File: src/rtl/pllsw_pkg.sv
package pllsw_pkg;

    parameter int M_W    = 5;
    parameter int N_W    = 3;
    parameter int DATA_W = 8;
    parameter int ADDR_W = 2;

    localparam logic [ADDR_W-1:0] ADDR_CTRL = 2'd0;
    localparam logic [ADDR_W-1:0] ADDR_DIV  = 2'd1;
    localparam logic [ADDR_W-1:0] ADDR_STAT = 2'd2;

    localparam int CTRL_EN_BIT  = 0;
    localparam int CTRL_SEL_BIT = 1;
    localparam int STAT_CLR_BIT = 1;

    typedef enum logic [0:0] {
        SRC_EXT = 1'b0,
        SRC_PLL = 1'b1
    } src_e;

    typedef struct packed {
        logic sel;
        logic en;
    } ctrl_t;

    typedef struct packed {
        logic [N_W-1:0] n;
        logic [M_W-1:0] m;
    } div_t;

    typedef struct packed {
        logic lock;
        logic err;
        logic active;
    } stat_t;

    function automatic logic [DATA_W-1:0] pack_ctrl(input ctrl_t c);
        logic [DATA_W-1:0] v;
        v = '0;
        v[CTRL_EN_BIT]  = c.en;
        v[CTRL_SEL_BIT] = c.sel;
        return v;
    endfunction

    function automatic logic [DATA_W-1:0] pack_stat(input stat_t s);
        logic [DATA_W-1:0] v;
        v = '0;
        v[$bits(stat_t)-1:0] = s;
        return v;
    endfunction

endpackage

File: src/rtl/pllsw_regs.sv
module pllsw_regs
    import pllsw_pkg::*;
#(
    parameter logic [M_W-1:0] M_RST = 5'd24,
    parameter logic [N_W-1:0] N_RST = 3'd0
) (
    input  logic              clk,
    input  logic              rst,
    input  logic              we,
    input  logic [ADDR_W-1:0] addr,
    input  logic [DATA_W-1:0] wdata,
    output ctrl_t             ctrl,
    output div_t              div,
    output logic              err_clr
);

    ctrl_t ctrl_q;
    div_t  div_q;

    always_ff @(posedge clk) begin
        if (rst) begin
            ctrl_q   <= '0;
            div_q.m  <= M_RST;
            div_q.n  <= N_RST;
        end else if (we) begin
            if (addr == ADDR_CTRL) begin
                ctrl_q.en  <= wdata[CTRL_EN_BIT];
                ctrl_q.sel <= wdata[CTRL_SEL_BIT];
            end
            if (addr == ADDR_DIV) begin
                div_q <= div_t'(wdata[M_W+N_W-1:0]);
            end
        end
    end

    assign ctrl    = ctrl_q;
    assign div     = div_q;
    assign err_clr = we && (addr == ADDR_STAT) && wdata[STAT_CLR_BIT];

endmodule

File: src/rtl/pllsw_lock_timer.sv
module pllsw_lock_timer #(
    parameter int LOCK_LIMIT = 2880
) (
    input  logic clk,
    input  logic rst,
    input  logic en,
    input  logic lock,
    input  logic clr,
    output logic err
);

    localparam int CW = $clog2(LOCK_LIMIT + 1);
    localparam logic [CW-1:0] LAST = CW'(LOCK_LIMIT - 1);
    localparam logic [CW-1:0] DONE = CW'(LOCK_LIMIT);

    logic [CW-1:0] cnt_q;
    logic          waiting;
    logic          expire;
    logic          err_q;

    assign waiting = en && !lock;
    assign expire  = waiting && (cnt_q == LAST);

    always_ff @(posedge clk) begin
        if (rst) begin
            cnt_q <= '0;
        end else if (!waiting) begin
            cnt_q <= '0;
        end else if (expire) begin
            cnt_q <= DONE;
        end else if (cnt_q != DONE) begin
            cnt_q <= cnt_q + 1'b1;
        end
    end

    // expiry outranks a same-cycle clear
    always_ff @(posedge clk) begin
        if (rst) begin
            err_q <= 1'b0;
        end else if (expire) begin
            err_q <= 1'b1;
        end else if (clr) begin
            err_q <= 1'b0;
        end
    end

    assign err = err_q;

endmodule

File: src/rtl/pllsw_seq.sv
module pllsw_seq
    import pllsw_pkg::*;
(
    input  logic clk,
    input  logic rst,
    input  logic en,
    input  logic sel,
    input  logic lock,
    input  logic ext_ok,
    output logic use_pll
);

    src_e state_q, state_d;
    logic pll_good;

    assign pll_good = en && sel && lock && ext_ok;

    always_comb begin
        state_d = state_q;
        case (state_q)
            SRC_EXT: if (pll_good)  state_d = SRC_PLL;
            SRC_PLL: if (!pll_good) state_d = SRC_EXT;
            default: state_d = SRC_EXT;
        endcase
    end

    always_ff @(posedge clk) begin
        if (rst) state_q <= SRC_EXT;
        else     state_q <= state_d;
    end

    assign use_pll = (state_q == SRC_PLL);

endmodule

File: src/rtl/pllsw_top.sv
module pllsw_top
    import pllsw_pkg::*;
#(
    parameter int              LOCK_LIMIT = 2880,
    parameter logic [M_W-1:0]  M_RST      = 5'd24,
    parameter logic [N_W-1:0]  N_RST      = 3'd0
) (
    input  logic              clk,
    input  logic              rst,
    input  logic              reg_we,
    input  logic [ADDR_W-1:0] reg_addr,
    input  logic [DATA_W-1:0] reg_wdata,
    output logic [DATA_W-1:0] reg_rdata,
    input  logic              pll_lock,
    input  logic              ext_clk_ok,
    output logic              pll_en,
    output logic [M_W-1:0]    pll_m,
    output logic [N_W-1:0]    pll_n,
    output logic              sel_pll
);

    ctrl_t ctrl;
    div_t  div;
    logic  err_clr;
    logic  err_q;
    logic  use_pll;
    stat_t stat;

    pllsw_regs #(.M_RST(M_RST), .N_RST(N_RST)) u_regs (
        .clk     (clk),
        .rst     (rst),
        .we      (reg_we),
        .addr    (reg_addr),
        .wdata   (reg_wdata),
        .ctrl    (ctrl),
        .div     (div),
        .err_clr (err_clr)
    );

    pllsw_lock_timer #(.LOCK_LIMIT(LOCK_LIMIT)) u_timer (
        .clk  (clk),
        .rst  (rst),
        .en   (ctrl.en),
        .lock (pll_lock),
        .clr  (err_clr),
        .err  (err_q)
    );

    pllsw_seq u_seq (
        .clk     (clk),
        .rst     (rst),
        .en      (ctrl.en),
        .sel     (ctrl.sel),
        .lock    (pll_lock),
        .ext_ok  (ext_clk_ok),
        .use_pll (use_pll)
    );

    assign stat.lock   = pll_lock;
    assign stat.err    = err_q;
    assign stat.active = use_pll;

    always_comb begin
        case (reg_addr)
            ADDR_CTRL: reg_rdata = pack_ctrl(ctrl);
            ADDR_DIV:  reg_rdata = DATA_W'(div);
            ADDR_STAT: reg_rdata = pack_stat(stat);
            default:   reg_rdata = '0;
        endcase
    end

    assign pll_en  = ctrl.en;
    assign pll_m   = div.m;
    assign pll_n   = div.n;
    assign sel_pll = use_pll;

endmodule

File: config.mk
export PLATFORM = sky130hd
export DESIGN_NAME = pllsw_top
export DESIGN_NICKNAME = d
export VERILOG_FILES = /design/src/rtl/pllsw_pkg.sv /design/src/rtl/pllsw_regs.sv /design/src/rtl/pllsw_lock_timer.sv /design/src/rtl/pllsw_seq.sv /design/src/rtl/pllsw_top.sv
export SDC_FILE = /design/constraint.sdc
export NUM_CORES = 1
export LEC_CHECK = 0
export ABC_AREA = 1
export BUFFER_PORTS_ARGS = -buffer_cell sky130_fd_sc_hd__buf_2
export CAP_MARGIN = 10
export CORE_MARGIN = 3
export CORE_UTILIZATION = 56
export DETAILED_ROUTE_END_ITERATION = 8
export PLACE_DENSITY = 0.89
export SYNTH_ARGS = -nofsm -noshare
export SYNTH_HDL_FRONTEND = slang
export SYNTH_HIERARCHICAL = 1
export SYNTH_SLANG_ARGS = --single-unit
File: constraint.sdc
create_clock -name clk -period 3.2 [get_ports clk]
set_input_delay 0.16 -clock clk [delete_from_list [all_inputs] [get_ports clk]]
set_output_delay 0.16 -clock clk [all_outputs]
set_load 0.02 [all_outputs]
==> metrics.md, run 1 <==
| Metric | Value |
|---|---|
| Post-layout min period | 1.32 ns |
| Routed length per instance | 11.8 µm |
| Min-delay worst type | primary input to register |
| Maximum vdd drop | between 0.3 and 0.4 mV |
| Max Clock Skew | 0.0120 ns |
| Skew-Pair Late Insertion Delay | roughly 0.32 ns |
| GPL Wtd Cong | between 0.7 and 0.8 |
| Resized cells post-CTS | 0 |
| Gr usage total | between 20 and 25% |
| Post-route cell area | between 1500 and 2000 µm² |
| Post-Syn Instances | 190 |
| Die footprint | just under 3000 µm² |
| Port Buf Inserts | 32 |
| Die span in y | 54.0 µm |
| EDFF count, synth | 0 |
| DR iter-0 viols | 30 |
| R2R Setup Slk | about 1.9 ns |
| CTS tree | done |
| Highest-delay cell along the critical path | dfxtp_1 |
| Placed cells | about 250 |
| CP peak stage delay | approximately 0.41 ns |
| Antenna violations before repair | 0 |
| Hold-fix buffers at CTS | 0 |
| CP top delay family | simple AND/OR/NAND/NOR gates |
| DRC | 0 |
| Setup crit start | u_timer/cnt_q[0]$_SDFFE_PP0P_ |
| Switching part of the total | between 20% and 30% |
| Hold_ws | around 0.045 ns |
| Psw | around 0.14 mW |
| Root Driver | clkbuf_4 |
| Pwr/cell area | 394 nW/µm² |
| Internal power | around 0.46 mW |
| Worst EP required | 3.42 ns |
| Cts bufs inserted | 3 |
| I/O pin cnt | 33 |
| Seq pwr share | between 50% and 60% |
| First-pass GRT wire length | 4.63 mm |
| Crit path DAT | between 1.5 and 2 ns |
| Final WS setup | 1.88 ns |
| Std cell rows | 16 |
| Synthesized cell area | ~1300 µm² |
| Detail Route Antenna Nets | 0 |
| Final Hold Vio Count | 0 |
| Clk sinks | 24 |
| Crit-path cells | ha_1, nand3_2, nor2_4, nand3_4, nand2_4, a21oi_1 |
| Leakage | just over 0.7 nW |
| Hold_sp | rst |
| Library cells used by synthesis | 25 |
| Synth Register Bits | 24 |
| Setup violations, final | 0 |
| Placed cell areas | 1470 µm² |
| Logic pwr share | between 10% and 20% |
| CP Capture Type | register |
| Vias/cell | around 5.2 |
| Global route overflow | 0 |
| Number of cells on the critical path | 6 |
| Die span in x | ~54 µm |
| Ant. Diodes | 0 |
| Post-layout util | between 70% and 80% |
| Reg clk slew, reported paths | between 0.1 and 0.15 ns |
| Number of global-route vias before repair | approximately 1100 |
| Setup Fix Bufs, Post-CTS | 0 |
| Status | complete, no violations |
| Share of cells above drive strength 1 | 22.8% |
| Seq/Total Area, Yosys | a little under two fifths |
| TritonRoute pass-1 iters | 4 |
| Slew margin rel. | between 80% and 90% |
| Max Fanout on Critical Path | 8 |
| Final count of pins violating max slew | 0 |
| Worst Tran Pin Value | 0.276 ns |
| Overall Power | 0.599 mW |
| Synth Area per Inst | approximately 6.8 µm² |
| Max-Cap Viols | 0 |
| Hpwl dp | around 2.3 mm |
| Nets@finish | around 240 |
| Final WL | roughly 3 mm |
| Setup crit start kind | register |
| Reg2Reg Depth | 6 |
| Critical R2R Launch | u_timer/cnt_q[0]$_SDFFE_PP0P_ |
| Yosys warns | 6 |
| Fmax | between 0.7 and 0.8 GHz |
| Fraction of the cycle the final worst path needs | 41.3% |
| Syn_nets | just over 200 |
| H-Tree Depth | 1 |
| Critical path class | register to register |
| Clock power share | between 30 and 40% |
| Clk buf depth | 2 |
| CP Buf/Inv Count | 0 |
| Largest net degree at the start of global routing | 15 |
| Asr flop ratio synth | 0% |
| Final std cells w/o fill | approximately 250 |
| Post-synth top flop | dfxtp_1 |
| Layout area overhead | 17.6% |
| Initial Util | a little over three fifths |
| Routed via count | ~1300 |
| Hold path depth | 2 |
| Pre-CTS setup slack | about 1.9 ns |
| Core area | between 2000 and 2500 µm² |
| RSZ-0062 raised after global routing | no |
| Setup_tns | 0 ns |
-- metal layers --
metal	global-route usage (%)	vias up	wire [µm]	part of all wire (%)
met5	0	-	0	0
met4	9.54	0	53	1.8
met3	3.32	8	160	5.4
met2	40.9	33	1550	52
met1	23.6	607	1200	41
li1	-	664	-	-
-- worst register-to-register path, cell delays in order (launching register included) --
cell and delay (ns):
dfxtp_1 0.41, ha_1 0.24, nand3_2 0.12, nor2_4 0.19
nand3_4 0.11, nand2_4 0.12, a21oi_1 0.05
-- Yosys cell counts (2+ instances only) --
master	instances	share of area, %
xor2_1	2	1.4
a21oi_1	10	3.9
nand3_4	2	2.7
nand3_1	21	8.1
inv_1	27	7.8
nand3b_1	2	1.2
nand3_2	3	2.3
dfxtp_1	24	37
nand4_1	3	1.5
nand2_2	2	0.97
nor2_4	2	1.7
nor2_2	3	1.5
ha_1	2	1.9
nand2_1	45	13
nor2_1	32	9.3
-- area by class of cell --
cell class,count,area (µm²)
inverters,29,109
clock buffers,3,22.5
clock inverters,1,30.0
well taps,27,33.8
fillers,154,542
multi-input cells,135,684
flip-flops and latches,24,480
repair buffers,32,160
-- cells in the final DEF (no fill, tap or decap), drive strengths merged, types with 3 or more instances in the layout --
cell and instances:
nand3 26, clkbuf 3, buf 32, dfxtp 24, nor2 37, a21oi 11
nand4 3, nand2 48, inv 28
-- flip-flops by register name, indices dropped and copies added (netlist names) --
signal         cells
u_timer/err        1
u_regs/ctrl        2
u_regs/div         8
u_timer/cnt_q     12
u_seq/use_pll      1
-- worst paths after layout --
kind	to
hold reg to reg	u_seq/use_pll$_SDFF_PP0_
setup / recovery	u_timer/cnt_q[7]$_SDFFE_PP0P_
setup reg to reg	u_timer/cnt_q[7]$_SDFFE_PP0P_
hold / removal	u_timer/err$_SDFFE_PP0P_
-- power groups by stage --
stage          Combinational (mW)  Clock, mW  Sequential [mW]
6_report                   0.0682      0.220            0.311
5_1_grt                    0.0750      0.238            0.312
4_1_cts                    0.0686      0.222            0.311
3_5_place_dp               0.0680          0            0.317
3_3_place_gp               0.0651          0            0.317
2_1_floorplan              0.0343          0            0.324
-- cells by family (layout without fill, tap and decap cells) --
family	count (synthesis)	count (layout)	synth area share (%)
compound gates	12	12	4.94
xor+xnor	3	3	2.03
fa+ha+maj	2	2	1.94
flops	24	24	37.2
simple gates	118	118	44.0
buf+inv	31	65	9.87
No activity file was read; power rests on OpenSTA's default activity.
==> inputs of run 2 (changes only) <==
- CORE_UTILIZATION: 56 -> 47
- PLACE_DENSITY: 0.89 -> 0.8
- clock period: 3.2 -> 1.1 ns (I/O delays scaled with it)
==> run 2 against run 1 <==
The run now ends with setup timing left. Register-to-register slack worse by 2.0 ns. Critical path depth stayed put. Flip-flop and latch count stayed put. Critical path type unchanged.
==> metrics.md, run 2 (synthesized netlist as in run 1, its figures left out) <==
| Metric | Value |
|---|---|
| Placed cell areas | 1560 µm² (was 1470 µm²) |
| Post-layout min period | 1.21 ns (was 1.32 ns) |
| Max Clock Skew | 0.000898 ns (was 0.0120 ns) |
| Reg-to-Reg End | u_timer/cnt_q[10]$_SDFFE_PP0P_ (was u_timer/cnt_q[7]$_SDFFE_PP0P_) |
| Crit path DAT | 1.46 ns (was 1.54 ns) |
| Setup violations, final | 11 (was 0) |
| Max Fanout on Critical Path | 6 (was 8) |
| Pwr/cell area | 889 nW/µm² (was 394 nW/µm²) |
| Largest net degree at the start of global routing | 15 (unchanged) |
| Number of global-route vias before repair | 1171 (was 1130) |
| DRC | 0 (unchanged) |
| CTS tree | done (unchanged) |
| Setup_tns | -0.951 ns (was 0 ns) |
| TritonRoute pass-1 iters | 4 (unchanged) |
| Initial Util | 50.8% (was 62.7%) |
| Crit-path cells | ha_4, nand3_4, nor2_4, buf_4, nand3_1, a21oi_1 (was ha_1, nand3_2, nor2_4, nand3_4, nand2_4, a21oi_1) |
| Max-Cap Viols | 0 (unchanged) |
| Overall Power | 1.61 mW (was 0.599 mW) |
| Highest-delay cell along the critical path | dfxtp_4 (was dfxtp_1) |
| Final WL | 3.07 mm (was 2.97 mm) |
| Final std cells w/o fill | 276 (was 251) |
| Std cell rows | 18 (was 16) |
| Critical path class | register to register (unchanged) |
| Hold_ws | 0.0461 ns (was 0.0455 ns) |
| Setup crit start kind | register (unchanged) |
| I/O pin cnt | 33 (unchanged) |
| Clk sinks | 24 (unchanged) |
| First-pass GRT wire length | 4.82 mm (was 4.63 mm) |
| Reg clk slew, reported paths | 0.13 ns (about the same) |
| Commonest cells after routing, fill and taps aside | nand2_1 (44), buf_2 (29), nor2_1 (28) (was nand2_1 (45), nor2_1 (32), buf_2 (32)) |
| Worst Tran Pin Value | 0.287 ns (was 0.276 ns) |
| Antenna violations before repair | 0 (unchanged) |
| Die span in x | 58.4 µm (was 54.0 µm) |
| Global route overflow | 0 (unchanged) |
| Hpwl dp | 2.06 mm (was 2.29 mm) |
| Die footprint | 3420 µm² (was 2920 µm²) |
| CP peak stage delay | 0.39 ns (was 0.41 ns) |
| Final Hold Vio Count | 0 (unchanged) |
| GPL Wtd Cong | 0.797 (was 0.782) |
| Worst EP required | 1.36 ns (was 3.42 ns) |
| Commonest non-fill, non-tap cell in the layout | nand2_1 (unchanged) |
| Skew-Pair Late Insertion Delay | 0.31 ns (was 0.32 ns) |
| Die span in y | 58.4 µm (was 54.0 µm) |
| DR iter-0 viols | 50 (was 30) |
| Core area | 2540 µm² (was 2060 µm²) |
| Final count of pins violating max slew | 0 (unchanged) |
| Vias/cell | 4.81 (was 5.23) |
| Slew margin rel. | 80.9% (was 81.5%) |
| Nets@finish | 264 (was 242) |
| Violated checks | setup timing |
| Final WS setup | -0.106 ns (was 1.88 ns) |
| Port Buf Inserts | 32 (unchanged) |
| Routed length per instance | 11.1 µm (was 11.8 µm) |
| Min-delay worst type | primary input to register (unchanged) |
| H-Tree Depth | 1 (unchanged) |
| Largest register by flop count | u_timer/cnt_q (unchanged) |
| RSZ-0062 raised after global routing | yes (was no) |
| Routed via count | 1328 (was 1312) |
| Cts bufs inserted | 3 (unchanged) |
| Pre-CTS setup slack | -0.100 ns (was 1.89 ns) |
| Gr usage total | 17.7% (was 21.7%) |
| Clk buf depth | 2 (unchanged) |
| Setup crit start | u_timer/cnt_q[0]$_SDFFE_PP0P_ (unchanged) |
| Max reg flops | 12 (unchanged) |
| Layout area overhead | 40.3% (was 17.6%) |
| Critical R2R Launch | u_timer/cnt_q[0]$_SDFFE_PP0P_ (unchanged) |
| Fmax | 0.829 GHz (was 0.757 GHz) |
| CP Capture Point | u_timer/cnt_q[10]$_SDFFE_PP0P_ (was u_timer/cnt_q[7]$_SDFFE_PP0P_) |
| Share of cells above drive strength 1 | 37.4% (was 22.8%) |
| Post-layout util | 71.2% (was 73.7%) |
| Ant. Diodes | 0 (unchanged) |
| Leakage | 0.812 nW (was 0.704 nW) |
| Maximum vdd drop | 0.733 mV (was 0.327 mV) |
| Fraction of the cycle the final worst path needs | 110% (was 41.3%) |
| CP Capture Type | register (unchanged) |
| Post-route cell area | 1810 µm² (was 1520 µm²) |
| Status | complete, but fails checks (was complete, no violations) |
| Placed cells | 259 (was 247) |
| Detail Route Antenna Nets | 0 (unchanged) |
| R2R Setup Slk | -0.11 ns (was 1.88 ns) |
| Reg2Reg Depth | 6 (unchanged) |
| Root Driver | clkbuf_4 (unchanged) |
[run 2: cell types whose count changed in the layout (fill, tap and decap cells not counted), sizes merged]
cell and change:
dlygate4sd3 +9, bufinv -1, buf +13, clkbuf +1
[run 2: worst min-delay path by stage]
stage | start | end | slack [ns] | cells after the start
finish | reg_wdata[3] | u_regs/div[3]$_SDFFE_PP1P_ | 0.05 | 3
global route | reg_wdata[3] | u_regs/div[3]$_SDFFE_PP1P_ | 0.03 | 3
CTS | reg_wdata[4] | u_regs/div[4]$_SDFFE_PP1P_ | 0.008 | 3
detailed placement | rst | u_timer/err$_SDFFE_PP0P_ | 0.27 | 2
global placement | rst | u_timer/err$_SDFFE_PP0P_ | 0.27 | 2
floorplan | rst | u_timer/err$_SDFFE_PP0P_ | 0.12 | 1
[run 2: metal layers]
layer / global-route usage, % / share of wire [%] / up-vias
met5: 0 / 0 / -
met4: 7.62 / 0.72 / 0
met3: 2.41 / 4.2 / 2
met2: 30.5 / 50 / 26
met1: 21.9 / 45 / 593
li1: - / - / 707
[run 2: power by group]
part / leakage [nW] / internal (mW) / switching [mW]
Clock: 0.0210 / 0.202 / 0.268
Combinational: 0.590 / 0.0976 / 0.140
Sequential: 0.201 / 0.888 / 0.0155
Total: 0.812 / 1.19 / 0.424
[run 2: what timing repair did]
action                                  in CTS  in global routing
gates resized for setup                      3                 33
hold endpoints to repair                     8                  0
endpoints found under the setup margin      11                 20
pin swaps                                    2                  6
setup buffers                                1                  4
hold buffers                                 9                  0
[run 2: worst max-delay path, delay by kind of cell (launching register included)]
kind                       cells  cell delay (ns)
adders and majority gates      1             0.15
buffers and inverters          1             0.14
AOI/OAI and AO/OA              1             0.14
and+or+nand+nor                3             0.34
DFF                            1             0.39
[run 2: final cells by class]
class / instances / area (µm²)
multi-input combinational: 135 / 759
clock buffer: 4 / 36.3
timing repair buffer: 54 / 363
sequential: 24 / 505
fill: 222 / 732
tap: 30 / 37.5
inverter: 29 / 111
==> inputs of run 3 (changes only) <==
- BUFFER_PORTS_ARGS: -buffer_cell sky130_fd_sc_hd__buf_2 -> -buffer_cell sky130_fd_sc_hd__buf_4
- CORE_UTILIZATION: 47 -> 46
- PLACE_DENSITY: 0.8 -> 0.79
- SYNTH_HIERARCHICAL: 1 -> default
==> run 3 against run 2 <==
The run still ends with setup timing left. Cell area rose by 4.2%. Die area shrank 3.5%. Final cell count is the same. Count of clock-buffer cells in the layout unchanged. Sequential share of layout area shrank 0.60 points. Core utilization grew 4.3 points. Setup slack got worse by 0.019 ns. Critical endpoint is now u_timer.cnt_q[3]$_SDFFE_PP0P_.
==> metrics.md, run 3 <==
| Metric | Value |
|---|---|
| Status | complete, but fails checks (unchanged) |
| Violated checks | setup timing (unchanged) |
| Hpwl dp | 2.43 mm (was 2.06 mm) |
| Final WS setup | -0.126 ns (was -0.106 ns) |
| Largest area contributor in the netlist | dfxtp_1 (unchanged) |
| Vias/cell | 5.06 (was 4.81) |
| Library cells used by synthesis | 19 (was 25) |
| Syn_nets | 198 (was 207) |
| Cts bufs inserted | 3 (unchanged) |
| Commonest cells in the netlist | nand2_1 (40), nor2_1 (33), inv_1 (29) (was nand2_1 (45), nor2_1 (32), inv_1 (27)) |
| Simple-gate portion of the synthesized area | 34.2% (was 44.0%) |
| Worst EP required | 1.31 ns (was 1.36 ns) |
| GPL Wtd Cong | 0.878 (was 0.797) |
| Setup_tns | -1.12 ns (was -0.951 ns) |
| DRC | 0 (unchanged) |
| Gr usage total | 20.1% (was 17.7%) |
| Final Hold Vio Count | 0 (unchanged) |
| Pre-CTS setup slack | -0.122 ns (was -0.100 ns) |
| Port Buf Inserts | 32 (unchanged) |
| Clk buf depth | 2 (unchanged) |
| Ant. Diodes | 0 (unchanged) |
| Max Fanout on Critical Path | 8 (was 6) |
| Reg clk slew, reported paths | 0.13 ns (about the same) |
| Logic pwr share | 15.1% (was 14.7%) |
| Skew-Pair Late Insertion Delay | 0.31 ns (about the same) |
| Final WL | 3.47 mm (was 3.07 mm) |
| Final std cells w/o fill | 276 (unchanged) |
| H-Tree Depth | 1 (unchanged) |
| Top cells by area, synth | dfxtp_1 (40%), nand2_1 (12%), nor2_1 (10%), inv_1 (9.0%), a21oi_1 (4.5%) (was dfxtp_1 (37%), nand2_1 (13%), nor2_1 (9.3%), nand3_1 (8.1%), inv_1 (7.8%)) |
| Min-delay worst type | primary input to register (unchanged) |
| Largest family of logic cells by synthesized area | simple AND/OR/NAND/NOR gates (unchanged) |
| Max Clock Skew | 0.000742 ns (was 0.000898 ns) |
| CP Capture Type | register (unchanged) |
| Die span in y | 57.4 µm (was 58.4 µm) |
| Xor/xnor cell area share of the yosys netlist | 2.16% (was 2.03%) |
| Critical path class | register to register (unchanged) |
| Commonest cells after routing, fill and taps aside | buf_4 (52), nand2_1 (37), nor2_1 (29) (was nand2_1 (44), buf_2 (29), nor2_1 (28)) |
| CP peak stage delay | 0.41 ns (was 0.39 ns) |
| Top-count cell post-synth | nand2_1 (unchanged) |
| Clock power share | 28.7% (was 29.2%) |
| Initial Util | 48.6% (was 50.8%) |
| Fmax | 0.816 GHz (was 0.829 GHz) |
| Largest register by flop count | u_timer.cnt_q (was u_timer/cnt_q) |
| TritonRoute pass-1 iters | 4 (unchanged) |
| Area of the multi-input gates | 688 µm² (was 759 µm²) |
| Maximum vdd drop | 0.677 mV (was 0.733 mV) |
| Synthesized cell area | 1220 µm² (was 1290 µm²) |
| Post-Syn Instances | 181 (was 190) |
| Register area | 515 µm² (was 505 µm²) |
| Routed via count | 1397 (was 1328) |
| Number of global-route vias before repair | 1240 (was 1171) |
| Yosys warns | 0 (was 6) |
| Die span in x | 57.4 µm (was 58.4 µm) |
| Internal power | 1.20 mW (was 1.19 mW) |
| Final count of pins violating max slew | 0 (unchanged) |
| Highest-delay cell along the critical path | dfxtp_4 (unchanged) |
| Adder-cell share of the synthesized area | 2.06% (was 1.94%) |
| Layout area overhead | 55.3% (was 40.3%) |
| DR iter-0 viols | 49 (was 50) |
| Post-layout util | 75.6% (was 71.2%) |
| Die footprint | 3300 µm² (was 3420 µm²) |
| Post-synth top flop | dfxtp_1 (unchanged) |
| Leakage | 0.830 nW (was 0.812 nW) |
| Fraction of the cycle the final worst path needs | 111% (was 110%) |
| CTS tree | done (unchanged) |
| Share of cells above drive strength 1 | 42.3% (was 37.4%) |
| Post-layout min period | 1.23 ns (was 1.21 ns) |
| Setup crit start kind | register (unchanged) |
| Clk sinks | 24 (unchanged) |
| Detail Route Antenna Nets | 0 (unchanged) |
| Routed length per instance | 12.6 µm (was 11.1 µm) |
| R2R Setup Slk | -0.13 ns (was -0.11 ns) |
| Root Driver | clkbuf_4 (unchanged) |
| Placed cells | 260 (was 259) |
| First-pass GRT wire length | 5.25 mm (was 4.82 mm) |
| Antenna violations before repair | 0 (unchanged) |
| Crit-path cells | ha_4, nand3_4, nor2_4, nand3_2, nand2_4, a21oi_1 (was ha_4, nand3_4, nor2_4, buf_4, nand3_1, a21oi_1) |
| Std cell rows | 18 (unchanged) |
| Max reg flops | 12 (unchanged) |
| Max-Cap Viols | 0 (unchanged) |
| Synth top area share | 39.5% (was 37.2%) |
| Commonest non-fill, non-tap cell in the layout | buf_4 (was nand2_1) |
| Synth Area per Inst | 6.72 µm² (was 6.80 µm²) |
| Switching part of the total | 24.4% (was 26.3%) |
| I/O pin cnt | 33 (unchanged) |
| Synth Register Bits | 24 (unchanged) |
| Post-synthesis compound-gate area fraction | 12.8% (was 4.94%) |
| Crit path DAT | 1.43 ns (was 1.46 ns) |
| RSZ-0062 raised after global routing | yes (unchanged) |
| Slew margin rel. | 80.7% (was 80.9%) |
| Seq/Total Area, Yosys | 39.5% (was 37.2%) |
| Filler instances | 174 (was 222) |
| Asr flop ratio synth | 0% (unchanged) |
| Psw | 0.389 mW (was 0.424 mW) |
| Pwr/cell area | 842 nW/µm² (was 889 nW/µm²) |
| EDFF count, synth | 0 (unchanged) |
| Worst Tran Pin Value | 0.289 ns (was 0.287 ns) |
| Core area | 2500 µm² (was 2540 µm²) |
| Global route overflow | 0 (unchanged) |
| Seq pwr share | 56.2% (was 56.1%) |
| Setup violations, final | 14 (was 11) |
| Nets@finish | 264 (unchanged) |
| Largest net degree at the start of global routing | 14 (was 15) |
| Post-synthesis mux area share | 0% (unchanged) |
==> run 3: cell count changes after synthesis, sizes merged, moves of 2 or more <==
cell | before | now
nand3 | 26 | 9
o21ai | 1 | 11
o211ai | 0 | 4
nand4 | 3 | 5
o21bai | 0 | 2
nand2 | 48 | 43
==> run 3: what timing repair did <==
action                     4_1_cts  5_1_grt
setup endpoints to repair       16       20
resized for setup               15       29
hold endpoints to repair         4        1
hold buffers                     3        1
pin swaps                       15       11
buffers inserted                 5        4
==> run 3: worst paths after layout <==
path                                                     from                            end  cells past startpoint
worst max-delay path            u_timer.cnt_q[0]$_SDFFE_PP0P_  u_timer.cnt_q[3]$_SDFFE_PP0P_                      6
worst min-delay path                             reg_wdata[0]    u_regs.ctrl[0]$_SDFFE_PP0P_                      3
worst max register to register  u_timer.cnt_q[0]$_SDFFE_PP0P_  u_timer.cnt_q[3]$_SDFFE_PP0P_                      6
worst min register to register     u_regs.div[6]$_SDFFE_PP0P_     u_regs.div[6]$_SDFFE_PP0P_                      2
==> run 3: worst max-delay path, delay by kind of cell (launching register included) <==
family	cells	cell delay (ns)
AOI/OAI and AO/OA	1	0.07
DFF	1	0.41
and+or+nand+nor	4	0.49
adders and majority gates	1	0.15
==> run 3: power by group through the flow <==
stage	Clock [mW]	Sequential [mW]	Combinational, mW
final	0.456	0.893	0.241
after global routing	0.508	0.896	0.259
after CTS	0.464	0.899	0.229
after detailed placement	0	0.916	0.203
after global placement	0	0.915	0.199
after floorplan	0	0.936	0.0731
==> run 3: cell type report <==
type / count / share of cell area [%]
Timing Repair Buffer: 62 / 26.4
Tap cell: 30 / 1.99
Clock buffer: 4 / 1.92
Sequential cell: 24 / 27.3
Multi-Input combinational cell: 127 / 36.4
Inverter: 29 / 6.03
==> run 3: per-layer routing <==
metal / share of wire, % / track usage, % / up-vias
met1: 44 / 25.0 / 646
met3: 3.9 / 2.71 / 6
met2: 51 / 35.0 / 40
li1: - / - / 705
met4: 1.5 / 7.95 / 0
met5: 0 / 0 / -
==> run 3: per-stage QoR <==
stage	hold slack, ns	area [µm²]	power, mW
finish	0.00197	1890	1.59
global route	0.0115	1890	1.66
CTS	0.00294	1780	1.59
detailed placement	0.247	1650	1.12
global placement	0.246	1650	1.11
floorplan	0.124	1240	1.01
==> run 3: cells by family after synthesis <==
family | after synthesis
AOI/OAI and AO/OA | 28
xor gates and xnor gates | 3
adders and majority gates | 2
and+or+nand+nor | 94
buffers and inverters | 30
DFF | 24
